$ cat src/rtl/afilt_pkg.sv
package afilt_pkg;

  typedef enum logic [2:0] {
    RSN_NONE    = 3'd0,
    RSN_EXACT   = 3'd1,
    RSN_HASH    = 3'd2,
    RSN_PROMISC = 3'd3,
    RSN_ALLMC   = 3'd4
  } reason_e;

  // Reflected CRC-32, all-ones preset, no final inversion; bit 0 of the
  // address enters first (byte 0 least significant bit first).
  function automatic logic [31:0] addr_crc(input logic [47:0] a);
    logic [31:0] c;
    c = 32'hFFFF_FFFF;
    for (int i = 0; i < 48; i++) begin
      if (c[0] ^ a[i]) c = (c >> 1) ^ 32'hEDB8_8320;
      else             c = c >> 1;
    end
    return c;
  endfunction

endpackage

$ cat src/rtl/afilt_crc.sv
module afilt_crc #(
  parameter int HASH_BITS = 9
) (
  input  logic [47:0]          addr,
  output logic [HASH_BITS-1:0] bin
);
  import afilt_pkg::*;

  logic [31:0] crc_full;

  always_comb begin
    crc_full = addr_crc(addr);
    bin      = crc_full[HASH_BITS-1:0];
  end
endmodule

$ cat src/rtl/afilt_table.sv
module afilt_table #(
  parameter int N_ENTRIES = 16,
  localparam int WORDS    = N_ENTRIES * 3,
  localparam int CW       = $clog2(WORDS)
) (
  input  logic                   clk,
  input  logic                   rst_n,
  input  logic                   ld_start,
  input  logic                   ld_hash,
  input  logic                   ld_valid,
  input  logic [15:0]            ld_half,
  output logic [WORDS-1:0][15:0] tbl,
  output logic                   tbl_hash,
  output logic                   tbl_busy,
  output logic                   tbl_ready
);
  logic [CW-1:0] cnt;
  logic          wr_go;
  logic          last_wr;

  assign wr_go   = ld_valid && tbl_busy && !ld_start;
  assign last_wr = wr_go && (cnt == CW'(WORDS - 1));

  always_ff @(posedge clk) begin
    if (!rst_n) begin
      cnt       <= '0;
      tbl_busy  <= 1'b0;
      tbl_ready <= 1'b0;
      tbl_hash  <= 1'b0;
    end else if (ld_start) begin
      cnt       <= '0;
      tbl_busy  <= 1'b1;
      tbl_ready <= 1'b0;
      tbl_hash  <= ld_hash;
    end else if (last_wr) begin
      cnt       <= '0;
      tbl_busy  <= 1'b0;
      tbl_ready <= 1'b1;
    end else if (wr_go) begin
      cnt <= cnt + 1'b1;
    end
  end

  for (genvar i = 0; i < WORDS; i++) begin : g_word
    always_ff @(posedge clk) begin
      if (!rst_n || ld_start)                tbl[i] <= '0;
      else if (wr_go && cnt == CW'(i))       tbl[i] <= ld_half;
    end
  end
endmodule

$ cat src/rtl/afilt_match.sv
module afilt_match #(
  parameter int N_ENTRIES    = 16,
  parameter int HASH_BITS    = 9,
  parameter int STATION_WORD = 39,
  localparam int WORDS       = N_ENTRIES * 3
) (
  input  logic [WORDS-1:0][15:0] tbl,
  input  logic                   tbl_hash,
  input  logic                   tbl_ready,
  input  logic [47:0]            addr,
  input  logic [HASH_BITS-1:0]   bin,
  output logic                   exact_hit,
  output logic                   hash_hit
);
  logic [N_ENTRIES-1:0] ent_hit;
  logic                 station_hit;
  logic [15:0]          bin_word;

  for (genvar k = 0; k < N_ENTRIES; k++) begin : g_ent
    assign ent_hit[k] = ({tbl[3*k+2], tbl[3*k+1], tbl[3*k]} == addr);
  end

  assign station_hit = ({tbl[STATION_WORD+2], tbl[STATION_WORD+1],
                         tbl[STATION_WORD]} == addr);
  assign bin_word    = tbl[bin[HASH_BITS-1:4]];

  always_comb begin
    exact_hit = 1'b0;
    hash_hit  = 1'b0;
    if (tbl_ready) begin
      if (tbl_hash) begin
        exact_hit = station_hit;
        hash_hit  = addr[0] && bin_word[bin[3:0]];
      end else begin
        exact_hit = |ent_hit;
      end
    end
  end
endmodule

$ cat src/rtl/rx_addr_filter.sv
module rx_addr_filter #(
  parameter int N_ENTRIES    = 16,
  parameter int HASH_BITS    = 9,
  parameter int STATION_WORD = 39
) (
  input  logic        clk,
  input  logic        rst_n,
  input  logic        ld_start,
  input  logic        ld_hash,
  input  logic        ld_valid,
  input  logic [31:0] ld_word,
  input  logic        lk_valid,
  input  logic [47:0] lk_addr,
  input  logic        promisc,
  input  logic        all_multi,
  output logic        res_valid,
  output logic        res_accept,
  output logic [2:0]  res_reason
);
  import afilt_pkg::*;

  localparam int WORDS = N_ENTRIES * 3;

  logic [WORDS-1:0][15:0] tbl;
  logic                   tbl_hash;
  logic                   tbl_busy;
  logic                   tbl_ready;
  logic [HASH_BITS-1:0]   lk_bin;
  logic                   ev_exact;
  logic                   ev_hash;
  reason_e                pick;

  afilt_crc #(.HASH_BITS(HASH_BITS)) u_crc (
    .addr (lk_addr),
    .bin  (lk_bin)
  );

  afilt_table #(.N_ENTRIES(N_ENTRIES)) u_tbl (
    .clk       (clk),
    .rst_n     (rst_n),
    .ld_start  (ld_start),
    .ld_hash   (ld_hash),
    .ld_valid  (ld_valid),
    .ld_half   (ld_word[15:0]),
    .tbl       (tbl),
    .tbl_hash  (tbl_hash),
    .tbl_busy  (tbl_busy),
    .tbl_ready (tbl_ready)
  );

  afilt_match #(
    .N_ENTRIES    (N_ENTRIES),
    .HASH_BITS    (HASH_BITS),
    .STATION_WORD (STATION_WORD)
  ) u_match (
    .tbl       (tbl),
    .tbl_hash  (tbl_hash),
    .tbl_ready (tbl_ready),
    .addr      (lk_addr),
    .bin       (lk_bin),
    .exact_hit (ev_exact),
    .hash_hit  (ev_hash)
  );

  always_comb begin
    if (promisc)                    pick = RSN_PROMISC;
    else if (all_multi && lk_addr[0]) pick = RSN_ALLMC;
    else if (ev_exact)              pick = RSN_EXACT;
    else if (ev_hash)               pick = RSN_HASH;
    else                            pick = RSN_NONE;
  end

  always_ff @(posedge clk) begin
    if (!rst_n) begin
      res_valid  <= 1'b0;
      res_accept <= 1'b0;
      res_reason <= RSN_NONE;
    end else begin
      res_valid  <= lk_valid;
      res_accept <= lk_valid && (pick != RSN_NONE);
      res_reason <= lk_valid ? pick : RSN_NONE;
    end
  end
endmodule

$ cat config.mk
export PLATFORM = sky130hd
export DESIGN_NAME = rx_addr_filter
export DESIGN_NICKNAME = d
export VERILOG_FILES = /design/src/rtl/afilt_pkg.sv /design/src/rtl/afilt_crc.sv /design/src/rtl/afilt_table.sv /design/src/rtl/afilt_match.sv /design/src/rtl/rx_addr_filter.sv
export SDC_FILE = /design/constraint.sdc
export NUM_CORES = 2
export LEC_CHECK = 0
export ABC_AREA = 1
export CAP_MARGIN = 10
export CORE_MARGIN = 2
export CORE_UTILIZATION = 55
export CTS_CLUSTER_SIZE = 16
export DETAILED_ROUTE_END_ITERATION = 8
export GPL_ROUTABILITY_DRIVEN = 0
export MAX_ROUTING_LAYER = met4
export PLACE_DENSITY = 0.68
export SYNTH_ARGS = -nofsm -noshare
export SYNTH_HDL_FRONTEND = slang
export SYNTH_SLANG_ARGS = --single-unit
$ cat constraint.sdc
create_clock -name clk -period 14.05 [get_ports clk]
set_input_delay 2.81 -clock clk [delete_from_list [all_inputs] [get_ports clk]]
set_output_delay 2.81 -clock clk [all_outputs]
set_load 0.005 [all_outputs]
==> metrics <==
pin count of the biggest net entering global routing=between 200 and 300; cell with the largest stage delay on the worst path=sky130_fd_sc_hd__nand2_8; largest fanout of any net on the critical path=around 160; share of flip-flops with an asynchronous set or reset after synthesis=0; largest clock skew in the final design=between 0.04 and 0.05 ns; overflow left after global routing=0; Syn Inst Count=slightly above 7k; critical path startpoint=lk_addr[11]; number of enable-type register cells in the synthesized netlist=0; number of register bits inferred by synthesis=between 700 and 800; wire length of the first global-routing pass=~310000 um; xor/xnor share of the synthesized area=0.127; status=finished, final reports clean; worst endpoint data arrival time=11.06 ns; Die X=300 um; number of cells on the worst hold path=2; fill cell instance count of the final layout=between 8k and 9k; fraction of the yosys area taken by sequential cells=0.325; final period utilization=0.746; crit path buf inv count=8; count of final setup violators=0; share of post-route cells with drive strength above 1=0.0830; area delta synth->final=7.68%; 1st-pass router iterations=7; Worst EP required=approximately 15 ns; overall die area=89900 sq um; relative max-transition margin=0.0962; Bufs on Longest Clock Path=3; depth of the worst register-to-register path=11; post-route ant nets=0; slew at the pin closest to its max-slew limit=around 1.3 ns; setup repair after global routing missed its margin=false; Setup TNS=0 ns; total routing resource utilization after global routing=0.476; count of instances resized after the clock tree is built=0; row count=~110; clock root buffer=sky130_fd_sc_hd__clkbuf_16; DP HPWL=about 130000 um; routed wire length=around 210000 um; dominant register cell in the synthesized netlist=sky130_fd_sc_hd__dfxtp_1; cell occurring most often along the worst timing path=sky130_fd_sc_hd__nand3_1; start point of the worst min-delay path=u_tbl.tbl[556]$_SDFFE_PP0P_; number of buffers inserted for hold repair after clock tree synthesis=0; via density per instance=around 6.2; startpoint types=input port; average wire length per cell after detail routing=approximately 26 um; type of the worst setup path=input port to flop; sink count of the clock tree=782; Post-Synth Adder-Cell Area=0.00104; total setup buffers inserted after CTS=0; source of the worst register-to-register timing path=u_tbl.tbl[710]$_SDFFE_PP0P_; Hold Violations, Final=0; min Tclk post-route=approximately 10 ns; vertical die dimension=approximately 300 um; clock tree from TritonCTS=done; average cell area after synthesis=between 6 and 7 sq um; synthesis warning total=0; IO Port Bufs=76; worst setup slack before clock tree synthesis=between 3 and 4 ns; Worst-path clk slew=approximately 0.060 ns; highest clock frequency the design can meet=between 90 and 100 MHz; portion of netlist area occupied by mux cells=0; core region area=approximately 87000 sq um; CP top delay family=simple AND/OR/NAND/NOR gates; antenna violations before repair=10; biggest cell delay along the critical path=~0.92 ns; total via count in the routed design=between 50k and 60k; clock buffer count from CTS=87; worst path setup slack after routing=3.57 ns; summed instance area of the synthesized netlist=a little under 50000 sq um; total I/O pin count=93; remaining design rule violation count=0; combinational family with the most area after synthesis=simple AND/OR/NAND/NOR gates; initial detailed-routing violation count=approximately 8.5k; number of max-slew violations in the final report=0; clock latency on the worst-skew pair=0.69 ns; fraction of the mapped netlist area in simple logic gates=0.359; stages on the worst setup path=44; Post-layout nets=between 7k and 8k; min-delay worst type=flop to flop; depth of the CTS H-tree=3; Post-Syn Nets=between 7k and 8k; endpoint type of the worst setup path=flop; number of global-route vias before repair=45.9k; compound-cell area share of the yosys netlist=0.113; number of unique standard cell types used by synthesis=47; max_cap viols=0; effective utilization at floorplan=0.555
[through the flow]
step | instances | instance area (sq um) | hold WS, ns | util
after floorplan | 7265 | 48100 | 0.444 | -
after global placement | 8141 | 48900 | 0.454 | 0.563
after detailed placement | 8141 | 48900 | 0.461 | 0.563
after CTS | 8298 | 51800 | 0.470 | 0.597
after global routing | 8312 | 51800 | 0.490 | 0.597
final | 8313 | 51800 | 0.473 | 0.598
[sequential cells by signal (all words and copies together) (netlist names)]
| signal | cells |
|---|---|
| u_tbl.tbl | 768 |
| u_tbl.cnt | 6 |
| res_reason | 3 |
| res_accept | 1 |
| res_valid | 1 |
| u_tbl.tbl_busy | 1 |
| u_tbl.tbl_hash | 1 |
| u_tbl.tbl_ready | 1 |
[final cells by class]
class                   instances  area, sq um  share of cell area
multi-input cells            5646        28900               0.558
flip-flops and latches        782        15700               0.302
clock buffers                 132         2580              0.0497
repair buffers                211         1540              0.0298
well taps                    1155         1450              0.0279
inverters                     347         1320              0.0255
clock inverters                25          354             0.00683
diodes                         15         37.5            0.000724
[metal layers]
layer / track usage / vias up / part of all wire
met3: 0.144 / 973 / 0.15
met5: - / - / 0
met2: 0.647 / 3801 / 0.39
li1: - / 23200 / -
met4: 0.353 / 0 / 0.091
met1: 0.590 / 23700 / 0.36
[worst register-to-register path, cell delays in order (launching register included)]
cell and delay (ns):
sky130_fd_sc_hd__dfxtp_1 0.32, sky130_fd_sc_hd__or2_2 0.29, sky130_fd_sc_hd__o2111ai_1 0.08, sky130_fd_sc_hd__nor3_1 0.10, sky130_fd_sc_hd__nor3b_1 0.17, sky130_fd_sc_hd__nand4_1 0.21, sky130_fd_sc_hd__o2111ai_1 0.25, sky130_fd_sc_hd__nor4_1 1.08
sky130_fd_sc_hd__o22ai_1 0.21, sky130_fd_sc_hd__nor4_1 1.08, sky130_fd_sc_hd__nand3_1 0.51, sky130_fd_sc_hd__a21oi_1 0.26
[path summary, 6_finish.rpt]
kind | to | slack, ns
min reg2reg | u_tbl.tbl[556]$_SDFFE_PP0P_ | 0.47
max reg2reg | res_accept$_SDFF_PN0_ | 9.41
min | u_tbl.tbl[556]$_SDFFE_PP0P_ | 0.47
max | res_accept$_SDFF_PN0_ | 3.57
[layout by cell type (no fill, tap or decap), types with 3 or more instances in the layout]
master                            count
sky130_fd_sc_hd__clkbuf_1            22
sky130_fd_sc_hd__inv_16               3
sky130_fd_sc_hd__xnor2_1            550
sky130_fd_sc_hd__inv_1              299
sky130_fd_sc_hd__a21oi_1            108
sky130_fd_sc_hd__or2_2               72
sky130_fd_sc_hd__o221ai_1             8
sky130_fd_sc_hd__nand3_4              5
sky130_fd_sc_hd__clkbuf_16           87
sky130_fd_sc_hd__buf_2               51
sky130_fd_sc_hd__xor2_1             140
sky130_fd_sc_hd__nor2_4               3
sky130_fd_sc_hd__dfxtp_1            782
sky130_fd_sc_hd__o2111ai_1           57
sky130_fd_sc_hd__nor3b_1              3
sky130_fd_sc_hd__ha_1                 4
sky130_fd_sc_hd__nand2_8              6
sky130_fd_sc_hd__clkdlybuf4s50_1     25
sky130_fd_sc_hd__o211ai_1            55
sky130_fd_sc_hd__clkbuf_8            23
sky130_fd_sc_hd__nand3_2             26
sky130_fd_sc_hd__nand4_1            157
sky130_fd_sc_hd__or4_1                3
sky130_fd_sc_hd__clkinv_2            11
sky130_fd_sc_hd__nor2_1            1434
sky130_fd_sc_hd__clkinv_1            13
sky130_fd_sc_hd__diode_2             15
sky130_fd_sc_hd__nand3_1            702
sky130_fd_sc_hd__nor4_1              54
sky130_fd_sc_hd__inv_2               28
sky130_fd_sc_hd__nand3b_1             4
sky130_fd_sc_hd__o21ai_0            771
sky130_fd_sc_hd__bufinv_16            5
sky130_fd_sc_hd__nand2_1           1326
sky130_fd_sc_hd__nand2_2             82
sky130_fd_sc_hd__nand2_4             36
sky130_fd_sc_hd__nor3_1              24
sky130_fd_sc_hd__buf_4              133
sky130_fd_sc_hd__inv_4                7
[synthesized netlist by cell type (all sizes together), types with 24 or more instances]
| cell | count | share of area |
|---|---|---|
| nand2 | 1450 | 0.12 |
| nor2 | 1440 | 0.11 |
| dfxtp | 782 | 0.33 |
| o21ai | 771 | 0.080 |
| nand3 | 733 | 0.080 |
| xnor2 | 552 | 0.10 |
| inv | 334 | 0.026 |
| clkbuf | 303 | 0.024 |
| buf | 187 | 0.024 |
| nand4 | 157 | 0.020 |
| xor2 | 142 | 0.026 |
| a21oi | 108 | 0.011 |
| or2 | 72 | 0.0094 |
| o2111ai | 57 | 0.010 |
| o211ai | 55 | 0.0086 |
| nor4 | 54 | 0.0070 |
| nor3 | 24 | 0.0025 |
[kinds of logic after synthesis]
group	after synthesis
DFF	782
adders and majority gates	4
buffers and inverters	837
xor gates and xnor gates	694
AOI/OAI and AO/OA	1004
and+or+nand+nor	3944
Power is not shown: default switching activity piles up to over one toggle a cycle in this logic, so the estimate is an artifact.
